`src/rtl/fmc_pkg.sv`:
```
package fmc_pkg;

  typedef struct packed {
    logic susp;
    logic erase;
    logic prog;
  } mode_t;

  localparam logic [3:0] ADDR_MODE = 4'd0;
  localparam logic [3:0] ADDR_LOCK = 4'd1;
  localparam logic [3:0] ADDR_ESEL = 4'd2;

  function automatic logic mode_legal(input mode_t cur, input mode_t nxt,
                                      input logic running, input logic held);
    logic ok;
    logic pe_change;
    pe_change = (nxt.prog != cur.prog) || (nxt.erase != cur.erase);
    ok = !(nxt.prog && nxt.erase) && !(nxt.susp && !nxt.erase);
    if (running && pe_change) ok = 1'b0;
    if (!running && held && pe_change && (nxt.prog || nxt.erase)) ok = 1'b0;
    return ok;
  endfunction

  function automatic logic read_state(input mode_t m);
    return (!m.prog && !m.erase) || (m.erase && m.susp && !m.prog);
  endfunction

endpackage

```
`src/rtl/fmc_regs.sv`:
```
module fmc_regs
  import fmc_pkg::*;
#(
  parameter int NUM_BLOCKS = 4
) (
  input  logic                  clk_i,
  input  logic                  rst_ni,
  input  logic                  reg_en_i,
  input  logic                  reg_we_i,
  input  logic [3:0]            reg_addr_i,
  input  logic [31:0]           reg_wdata_i,
  input  logic                  arr_wr_i,
  input  logic                  running_i,
  input  logic                  ilk_i,
  input  logic                  done_i,
  input  logic                  hv_i,
  output mode_t                 mode_o,
  output logic [NUM_BLOCKS-1:0] lock_o,
  output logic [NUM_BLOCKS-1:0] esel_o,
  output logic                  start_o,
  output logic                  clear_o,
  output logic                  conflict_o,
  output logic [31:0]           reg_rdata_o
);

  mode_t                 mode_q;
  logic [NUM_BLOCKS-1:0] lock_q, esel_q;
  logic                  conflict_q;
  logic                  acc, wr, mode_wr;
  mode_t                 nxt_mode;

  // access is dropped when it collides with an interlock write
  assign acc      = reg_en_i && !arr_wr_i;
  assign wr       = acc && reg_we_i;
  assign nxt_mode = mode_t'(reg_wdata_i[2:0]);
  assign mode_wr  = wr && (reg_addr_i == ADDR_MODE) &&
                    mode_legal(mode_q, nxt_mode, running_i, ilk_i || done_i);
  assign start_o  = mode_wr && reg_wdata_i[3] && ilk_i && !running_i &&
                    (nxt_mode.prog || nxt_mode.erase) && !nxt_mode.susp;
  assign clear_o  = mode_wr && !nxt_mode.prog && !nxt_mode.erase;

  always_ff @(posedge clk_i or negedge rst_ni) begin
    if (!rst_ni) begin
      mode_q     <= '0;
      lock_q     <= '0;
      esel_q     <= '0;
      conflict_q <= 1'b0;
    end else begin
      conflict_q <= reg_en_i && arr_wr_i;
      if (mode_wr) mode_q <= nxt_mode;
      if (wr && !running_i && reg_addr_i == ADDR_LOCK) lock_q <= reg_wdata_i[NUM_BLOCKS-1:0];
      if (wr && !running_i && reg_addr_i == ADDR_ESEL) esel_q <= reg_wdata_i[NUM_BLOCKS-1:0];
    end
  end

  always_comb begin
    reg_rdata_o = '0;
    if (acc && !reg_we_i) begin
      case (reg_addr_i)
        ADDR_MODE: reg_rdata_o[6:0] = {done_i, running_i, ilk_i, hv_i,
                                       mode_q.susp, mode_q.erase, mode_q.prog};
        ADDR_LOCK: reg_rdata_o[NUM_BLOCKS-1:0] = lock_q;
        ADDR_ESEL: reg_rdata_o[NUM_BLOCKS-1:0] = esel_q;
        default:   reg_rdata_o = '0;
      endcase
    end
  end

  assign mode_o     = mode_q;
  assign lock_o     = lock_q;
  assign esel_o     = esel_q;
  assign conflict_o = conflict_q;

  a_r5_no_prog_and_erase: assert property (@(posedge clk_i) disable iff (!rst_ni)
    !(mode_q.prog && mode_q.erase));
  a_r5_susp_needs_erase: assert property (@(posedge clk_i) disable iff (!rst_ni)
    mode_q.susp |-> mode_q.erase);
  a_r11_collision_drops_write: assert property (@(posedge clk_i) disable iff (!rst_ni)
    (reg_en_i && reg_we_i && arr_wr_i) |=> ($stable(mode_q) && $stable(lock_q) && $stable(esel_q)));

endmodule

```
`src/rtl/fmc_seq.sv`:
```
module fmc_seq #(
  parameter int OP_CYCLES = 8,
  parameter int PAW       = 4
) (
  input  logic           clk_i,
  input  logic           rst_ni,
  input  logic           susp_i,
  input  logic           pe_i,
  input  logic           start_i,
  input  logic           clear_i,
  input  logic           ilk_wr_i,
  input  logic [PAW-1:0] ilk_addr_i,
  input  logic [127:0]   ilk_data_i,
  output logic           run_o,
  output logic           hv_o,
  output logic           done_o,
  output logic           ilk_o,
  output logic           fire_o,
  output logic [PAW-1:0] tgt_addr_o,
  output logic [127:0]   tgt_data_o
);

  localparam int CW = $clog2(OP_CYCLES + 1);

  logic           run_q, done_q, ilk_q;
  logic [CW-1:0]  cnt_q;
  logic [PAW-1:0] addr_q;
  logic [127:0]   data_q;

  assign fire_o = run_q && !susp_i && (cnt_q == CW'(1));

  always_ff @(posedge clk_i or negedge rst_ni) begin
    if (!rst_ni) begin
      run_q  <= 1'b0;
      done_q <= 1'b0;
      ilk_q  <= 1'b0;
      cnt_q  <= '0;
      addr_q <= '0;
      data_q <= '0;
    end else begin
      if (start_i) begin
        run_q  <= 1'b1;
        cnt_q  <= CW'(OP_CYCLES);
        done_q <= 1'b0;
      end else if (run_q && !susp_i) begin
        if (cnt_q == CW'(1)) begin
          run_q  <= 1'b0;
          done_q <= 1'b1;
          ilk_q  <= 1'b0;
        end else begin
          cnt_q <= cnt_q - CW'(1);
        end
      end
      if (ilk_wr_i && pe_i && !ilk_q && !run_q) begin
        ilk_q  <= 1'b1;
        addr_q <= ilk_addr_i;
        data_q <= ilk_data_i;
      end
      if (clear_i) begin
        ilk_q  <= 1'b0;
        done_q <= 1'b0;
      end
    end
  end

  assign run_o      = run_q;
  assign hv_o       = run_q && !susp_i;
  assign done_o     = done_q;
  assign ilk_o      = ilk_q;
  assign tgt_addr_o = addr_q;
  assign tgt_data_o = data_q;

  a_r6_hv_within_busy: assert property (@(posedge clk_i) disable iff (!rst_ni)
    hv_o |-> run_q);
  a_r6_start_needs_interlock: assert property (@(posedge clk_i) disable iff (!rst_ni)
    $rose(run_q) |-> $past(ilk_q));
  a_r6_done_on_finish: assert property (@(posedge clk_i) disable iff (!rst_ni)
    $fell(run_q) |-> done_q);
  a_r10_suspend_freezes_count: assert property (@(posedge clk_i) disable iff (!rst_ni)
    (run_q && susp_i) |=> $stable(cnt_q));

endmodule

```
`src/rtl/fmc_array.sv`:
```
module fmc_array #(
  parameter int                    NUM_BLOCKS      = 4,
  parameter int                    PAGES_PER_BLOCK = 4,
  parameter logic [NUM_BLOCKS-1:0] PRESENT_MASK    = '1,
  localparam int                   PAGES           = NUM_BLOCKS * PAGES_PER_BLOCK,
  localparam int                   PAW             = $clog2(PAGES),
  localparam int                   PGW             = $clog2(PAGES_PER_BLOCK)
) (
  input  logic                  clk_i,
  input  logic                  rst_ni,
  input  logic                  rd_i,
  input  logic                  rd_allow_i,
  input  logic [PAW-1:0]        rd_addr_i,
  input  logic                  fire_i,
  input  logic                  prog_i,
  input  logic                  erase_i,
  input  logic [PAW-1:0]        tgt_addr_i,
  input  logic [127:0]          tgt_data_i,
  input  logic [NUM_BLOCKS-1:0] lock_i,
  input  logic [NUM_BLOCKS-1:0] esel_i,
  output logic                  rd_ok_o,
  output logic [127:0]          rd_data_o
);

  logic [127:0]       page_w [PAGES];
  logic [PAW-PGW-1:0] rd_blk;
  logic               rd_ok_q;
  logic [127:0]       rd_data_q;

  for (genvar g = 0; g < PAGES; g++) begin : g_page
    localparam int BLK = g / PAGES_PER_BLOCK;
    logic [127:0] page_q;
    logic         writable, erasable;
    assign writable = PRESENT_MASK[BLK] && !lock_i[BLK];
    assign erasable = writable && esel_i[BLK];
    always_ff @(posedge clk_i) begin
      if (fire_i) begin
        if (erase_i && erasable)
          page_q <= '1;
        else if (prog_i && writable && tgt_addr_i == PAW'(g))
          page_q <= tgt_data_i;
      end
    end
    assign page_w[g] = page_q;
  end

  assign rd_blk = rd_addr_i[PAW-1:PGW];

  always_ff @(posedge clk_i or negedge rst_ni) begin
    if (!rst_ni) begin
      rd_ok_q   <= 1'b0;
      rd_data_q <= '0;
    end else begin
      rd_ok_q   <= rd_i && rd_allow_i;
      rd_data_q <= (rd_i && rd_allow_i && PRESENT_MASK[rd_blk]) ? page_w[rd_addr_i] : '0;
    end
  end

  assign rd_ok_o   = rd_ok_q;
  assign rd_data_o = rd_data_q;

  a_r8_absent_block_reads_zero: assert property (@(posedge clk_i) disable iff (!rst_ni)
    (rd_i && !PRESENT_MASK[rd_blk]) |=> (rd_data_o == '0));

endmodule

```
`src/rtl/flash_mode_ctrl.sv`:
```
module flash_mode_ctrl
  import fmc_pkg::*;
#(
  parameter int                    NUM_BLOCKS      = 4,
  parameter int                    PAGES_PER_BLOCK = 4,
  parameter logic [NUM_BLOCKS-1:0] PRESENT_MASK    = 4'b0111,
  parameter int                    OP_CYCLES       = 8,
  localparam int                   PAW             = $clog2(NUM_BLOCKS * PAGES_PER_BLOCK)
) (
  input  logic           clk_i,
  input  logic           rst_ni,
  input  logic           reg_en_i,
  input  logic           reg_we_i,
  input  logic [3:0]     reg_addr_i,
  input  logic [31:0]    reg_wdata_i,
  output logic [31:0]    reg_rdata_o,
  input  logic           arr_rd_i,
  input  logic           arr_wr_i,
  input  logic [PAW-1:0] arr_addr_i,
  input  logic [127:0]   arr_wdata_i,
  output logic [127:0]   arr_rdata_o,
  output logic           arr_rd_ok_o,
  output logic           hv_en_o,
  output logic           busy_o,
  output logic           done_o,
  output logic           conflict_o
);

  mode_t                 mode;
  logic [NUM_BLOCKS-1:0] lock, esel;
  logic                  start, clear, run, hv, done, ilk, fire;
  logic [PAW-1:0]        tgt_addr;
  logic [127:0]          tgt_data;

  fmc_regs #(.NUM_BLOCKS(NUM_BLOCKS)) u_regs (
    .clk_i, .rst_ni,
    .reg_en_i, .reg_we_i, .reg_addr_i, .reg_wdata_i,
    .arr_wr_i,
    .running_i  (run),
    .ilk_i      (ilk),
    .done_i     (done),
    .hv_i       (hv),
    .mode_o     (mode),
    .lock_o     (lock),
    .esel_o     (esel),
    .start_o    (start),
    .clear_o    (clear),
    .conflict_o (conflict_o),
    .reg_rdata_o
  );

  fmc_seq #(.OP_CYCLES(OP_CYCLES), .PAW(PAW)) u_seq (
    .clk_i, .rst_ni,
    .susp_i     (mode.susp),
    .pe_i       (mode.prog || mode.erase),
    .start_i    (start),
    .clear_i    (clear),
    .ilk_wr_i   (arr_wr_i),
    .ilk_addr_i (arr_addr_i),
    .ilk_data_i (arr_wdata_i),
    .run_o      (run),
    .hv_o       (hv),
    .done_o     (done),
    .ilk_o      (ilk),
    .fire_o     (fire),
    .tgt_addr_o (tgt_addr),
    .tgt_data_o (tgt_data)
  );

  fmc_array #(
    .NUM_BLOCKS(NUM_BLOCKS), .PAGES_PER_BLOCK(PAGES_PER_BLOCK), .PRESENT_MASK(PRESENT_MASK)
  ) u_array (
    .clk_i, .rst_ni,
    .rd_i       (arr_rd_i),
    .rd_allow_i (read_state(mode)),
    .rd_addr_i  (arr_addr_i),
    .fire_i     (fire),
    .prog_i     (mode.prog),
    .erase_i    (mode.erase),
    .tgt_addr_i (tgt_addr),
    .tgt_data_i (tgt_data),
    .lock_i     (lock),
    .esel_i     (esel),
    .rd_ok_o    (arr_rd_ok_o),
    .rd_data_o  (arr_rdata_o)
  );

  assign hv_en_o = hv;
  assign busy_o  = run;
  assign done_o  = done;

  a_r3_no_read_while_modify: assert property (@(posedge clk_i) disable iff (!rst_ni)
    hv_en_o |=> !arr_rd_ok_o);

endmodule

```
`config.mk`:
```
export PLATFORM = sky130hd
export DESIGN_NAME = flash_mode_ctrl
export DESIGN_NICKNAME = d
export VERILOG_FILES = /design/src/rtl/fmc_pkg.sv /design/src/rtl/fmc_regs.sv /design/src/rtl/fmc_seq.sv /design/src/rtl/fmc_array.sv /design/src/rtl/flash_mode_ctrl.sv
export SDC_FILE = /design/constraint.sdc
export NUM_CORES = 2
export LEC_CHECK = 0
export BUFFER_PORTS_ARGS = -buffer_cell sky130_fd_sc_hd__clkbuf_2
export CAP_MARGIN = 10
export CORE_AREA = 2 2 389 391
export DETAILED_ROUTE_END_ITERATION = 6
export DIE_AREA = 0 0 391 393
export PLACE_DENSITY = 0.7
export SLEW_MARGIN = 20
export SYNTH_ARGS = -nofsm -noshare
export SYNTH_HDL_FRONTEND = slang
export SYNTH_SLANG_ARGS = --single-unit
```
`constraint.sdc`:
```
create_clock -name clk_i -period 15 [get_ports clk_i]
set_input_delay 3 -clock clk_i [delete_from_list [all_inputs] [get_ports clk_i]]
set_output_delay 3 -clock clk_i [all_outputs]
set_load 0.02 [all_outputs]
```
==> run metrics <==
status finished, violations left; failing checks design-rule violations; Simple-Gate Fraction of Synth Area 0.0593; Synth Area in XOR/XNOR 0.000613; Slew @ Worst Pin 1.11 ns; 1st-pass router iterations 7; total number of vias 36900; Die ar. 154000 um^2; critical path peak fanout 7; Synth Flop Type edfxtp_1; vias in the first global route 37900; first-pass GRT wire length 242000 um; Iter 0 DRT Violations 3071; largest net degree at the start of global routing 133; DRT Wirelength 164000 um; synthesized flop and latch total 1816; Antenna Nets Post-Route 0; proportion of layout cells with a drive suffix above 1 0.193; post-synthesis adder-cell area fraction 0.000350; Filler Cells Inserted 11600; unrepaired setup endpoints after global routing false; sequential share of the synthesized area 0.743; num rows 142; post-synthesis mux area share 0.136; Chip Height 393 um; Cells after Synth 4000; DRT met1 WL 67700 um; Peak VDD IR 121 uV; H-tree level count 4; Longest Clk Path Bufs 3; clock root cell clkbuf_16; Remaining DRCs 3; Tcrit/Tclk final 0.480; placed cells 6053; Worst Skew 0.0506 ns; Syn-to-layout area delta 13.0%; Lkg Pwr 29.7 nW; worst min path class register to register; Worst Path Class, Setup input pin to output pin; Final HPWL DP 85400 um; average size of a mapped cell 17.9 um^2; register area 53100 um^2; CTS resizes 0; WP data arrival 4.20 ns; initial antenna violation count 4; Req. time, crit path 12.00 ns; metal3 WL 10600 um; grt ovf 0; pwr/cell area 147 nW/um^2; Setup TNS Final 0 ns; Num CTS Buffers 183; Mapped Area 71500 um^2; Top Ports 339; Setup Fix Bufs, Post-CTS 0; ys async rst share 0.154; GRT Total Usage 0.214; hold-fix buffers at CTS 0; area occupied by multi-input gates 17000 um^2; Post-synth EDFFs 1536; yosys warns 0; final setup fails 0; Die W 391 um; CTS tree built; clock latency on the worst-skew pair 0.84 ns; met2 routed WL 82500 um; PortBufs 285; WHS 0.502 ns; gp weighted congestion 0.747; Finished Layout Cells 6403; Startpoint Class input pin; Worst setup EP type output pin; Worst-path clk slew 0.05 ns; post-synthesis compound-gate area fraction 0.0377; Final Max Tran Viols 0; Hold Vio Cnt, Final 0; Distinct cells, synth 43; Sink Count 1816; layout net count 4470; wire length per cell 25.7 um; total chip power 11.9 mW; Max-Cap Viols 0; DR vias/cell 5.76; min cycle time layout 7.20 ns; Starting Density 0.479; largest family of logic cells by synthesized area multiplexers; Fmax 0.139 GHz; core area 149000 um^2; worst rel slew slack 0.261; final core occ 0.541; DR top layer met5
## critical path: stages
cell,delay [ns]
clkbuf_2,0.17
nor4_1,0.37
nor3b_1,0.31
and2_1,0.18
clkbuf_2,0.16
## cells in the mapped netlist (54+ instances only)
cell / instances / area share
nand2b_1: 386 / 0.034
edfxtp_1: 1536 / 0.65
mux2_1: 69 / 0.011
mux2i_1: 514 / 0.072
a22oi_1: 254 / 0.027
a21oi_1: 142 / 0.0099
nor2b_1: 134 / 0.012
mux2_2: 75 / 0.012
mux4_2: 130 / 0.041
buf_6: 54 / 0.0085
dfrtp_1: 280 / 0.098
nor3_1: 128 / 0.0090
clkbuf_1: 128 / 0.0067
## metal layers
metal	vias up	global-route usage
li1	16100	-
met1	19200	0.287
met2	1298	0.362
met3	236	0.0361
met4	2	0.0607
met5	-	0
## final timing paths
check                                       from                       endpoint  slack [ns]  cells after the start
worst max-delay path               reg_addr_i[0]                 reg_rdata_o[4]        7.80                      5
worst min-delay path            u_regs.lock_o[3]               u_regs.lock_o[3]        0.50                      1
worst max register to register  u_regs.mode_o[0]  u_array.g_page[11].page_q[79]       11.04                      5
worst min register to register  u_regs.lock_o[3]               u_regs.lock_o[3]        0.50                      1
max in group asynchronous                 rst_ni           u_seq.tgt_data_o[74]       10.87                      3
min in group asynchronous                 rst_ni               u_regs.mode_o[2]        2.12                      1
## area by class of cell
cell class              instances  area share
inverters                       3    0.000139
multi-input cells            1933       0.210
diodes                          3   0.0000929
clock buffers                 260      0.0637
well taps                    1944      0.0301
flip-flops and latches       1816       0.658
repair buffers                357      0.0259
clock inverters                87      0.0126
## cells in the final DEF (no fill, tap or decap), types with 5 or more instances in the layout
master,instances
and2_1,5
buf_4,65
clkbuf_16,186
a22oi_1,254
nor3_1,128
inv_6,5
dfrtp_1,280
mux2_1,69
edfxtp_1,1536
a21oi_1,130
clkbuf_8,22
clkinv_4,5
mux4_2,130
nand3_1,7
buf_12,7
bufinv_16,13
nand2_1,11
mux2_2,75
conb_1,25
nand2b_1,386
clkinv_1,15
nor2b_1,132
a21oi_4,12
mux2i_1,514
nor2_1,16
clkbuf_2,281
clkbuf_1,53
clkinv_2,34
clkinv_16,6
## cell families (layout without fill, tap and decap cells)
kind of cell,Yosys count,count (layout)
AOI/OAI and AO/OA,406,406
xor gates and xnor gates,5,5
adders and majority gates,2,2
buffers and inverters,275,707
DFF,1816,1816
muxes,788,788
other,1,28
and+or+nand+nor,707,707
## stage by stage
step	setup slack, ns	instance area (um^2)
6_report	7.80	80800
3_3_place_gp	7.86	74600
5_1_grt	7.62	80800
3_5_place_dp	7.84	74600
2_1_floorplan	6.54	71600
4_1_cts	7.82	80800
## where the power goes
group	leakage, nW	switching (mW)	total (mW)	internal, mW
registers	17.5	0.198	6.25	6.05
clock network	3.01	1.94	4.58	2.64
logic	9.24	0.634	1.04	0.409
total	29.7	2.77	11.9	9.11
## state kept, by name, summed over array words and instances, names as in the netlist
register / cells
u_array.g_page.page_q: 1536
u_regs.conflict_o: 1
u_seq.run_o: 1
u_seq.cnt_q: 4
u_seq.done_o: 1
u_array.rd_data_o: 128
u_regs.esel_o: 4
u_seq.tgt_addr_o: 4
u_regs.lock_o: 4
u_seq.tgt_data_o: 128
u_array.rd_ok_o: 1
u_seq.ilk_o: 1
u_regs.mode_o: 3
Note: power is estimated with default switching activity, not from simulation.
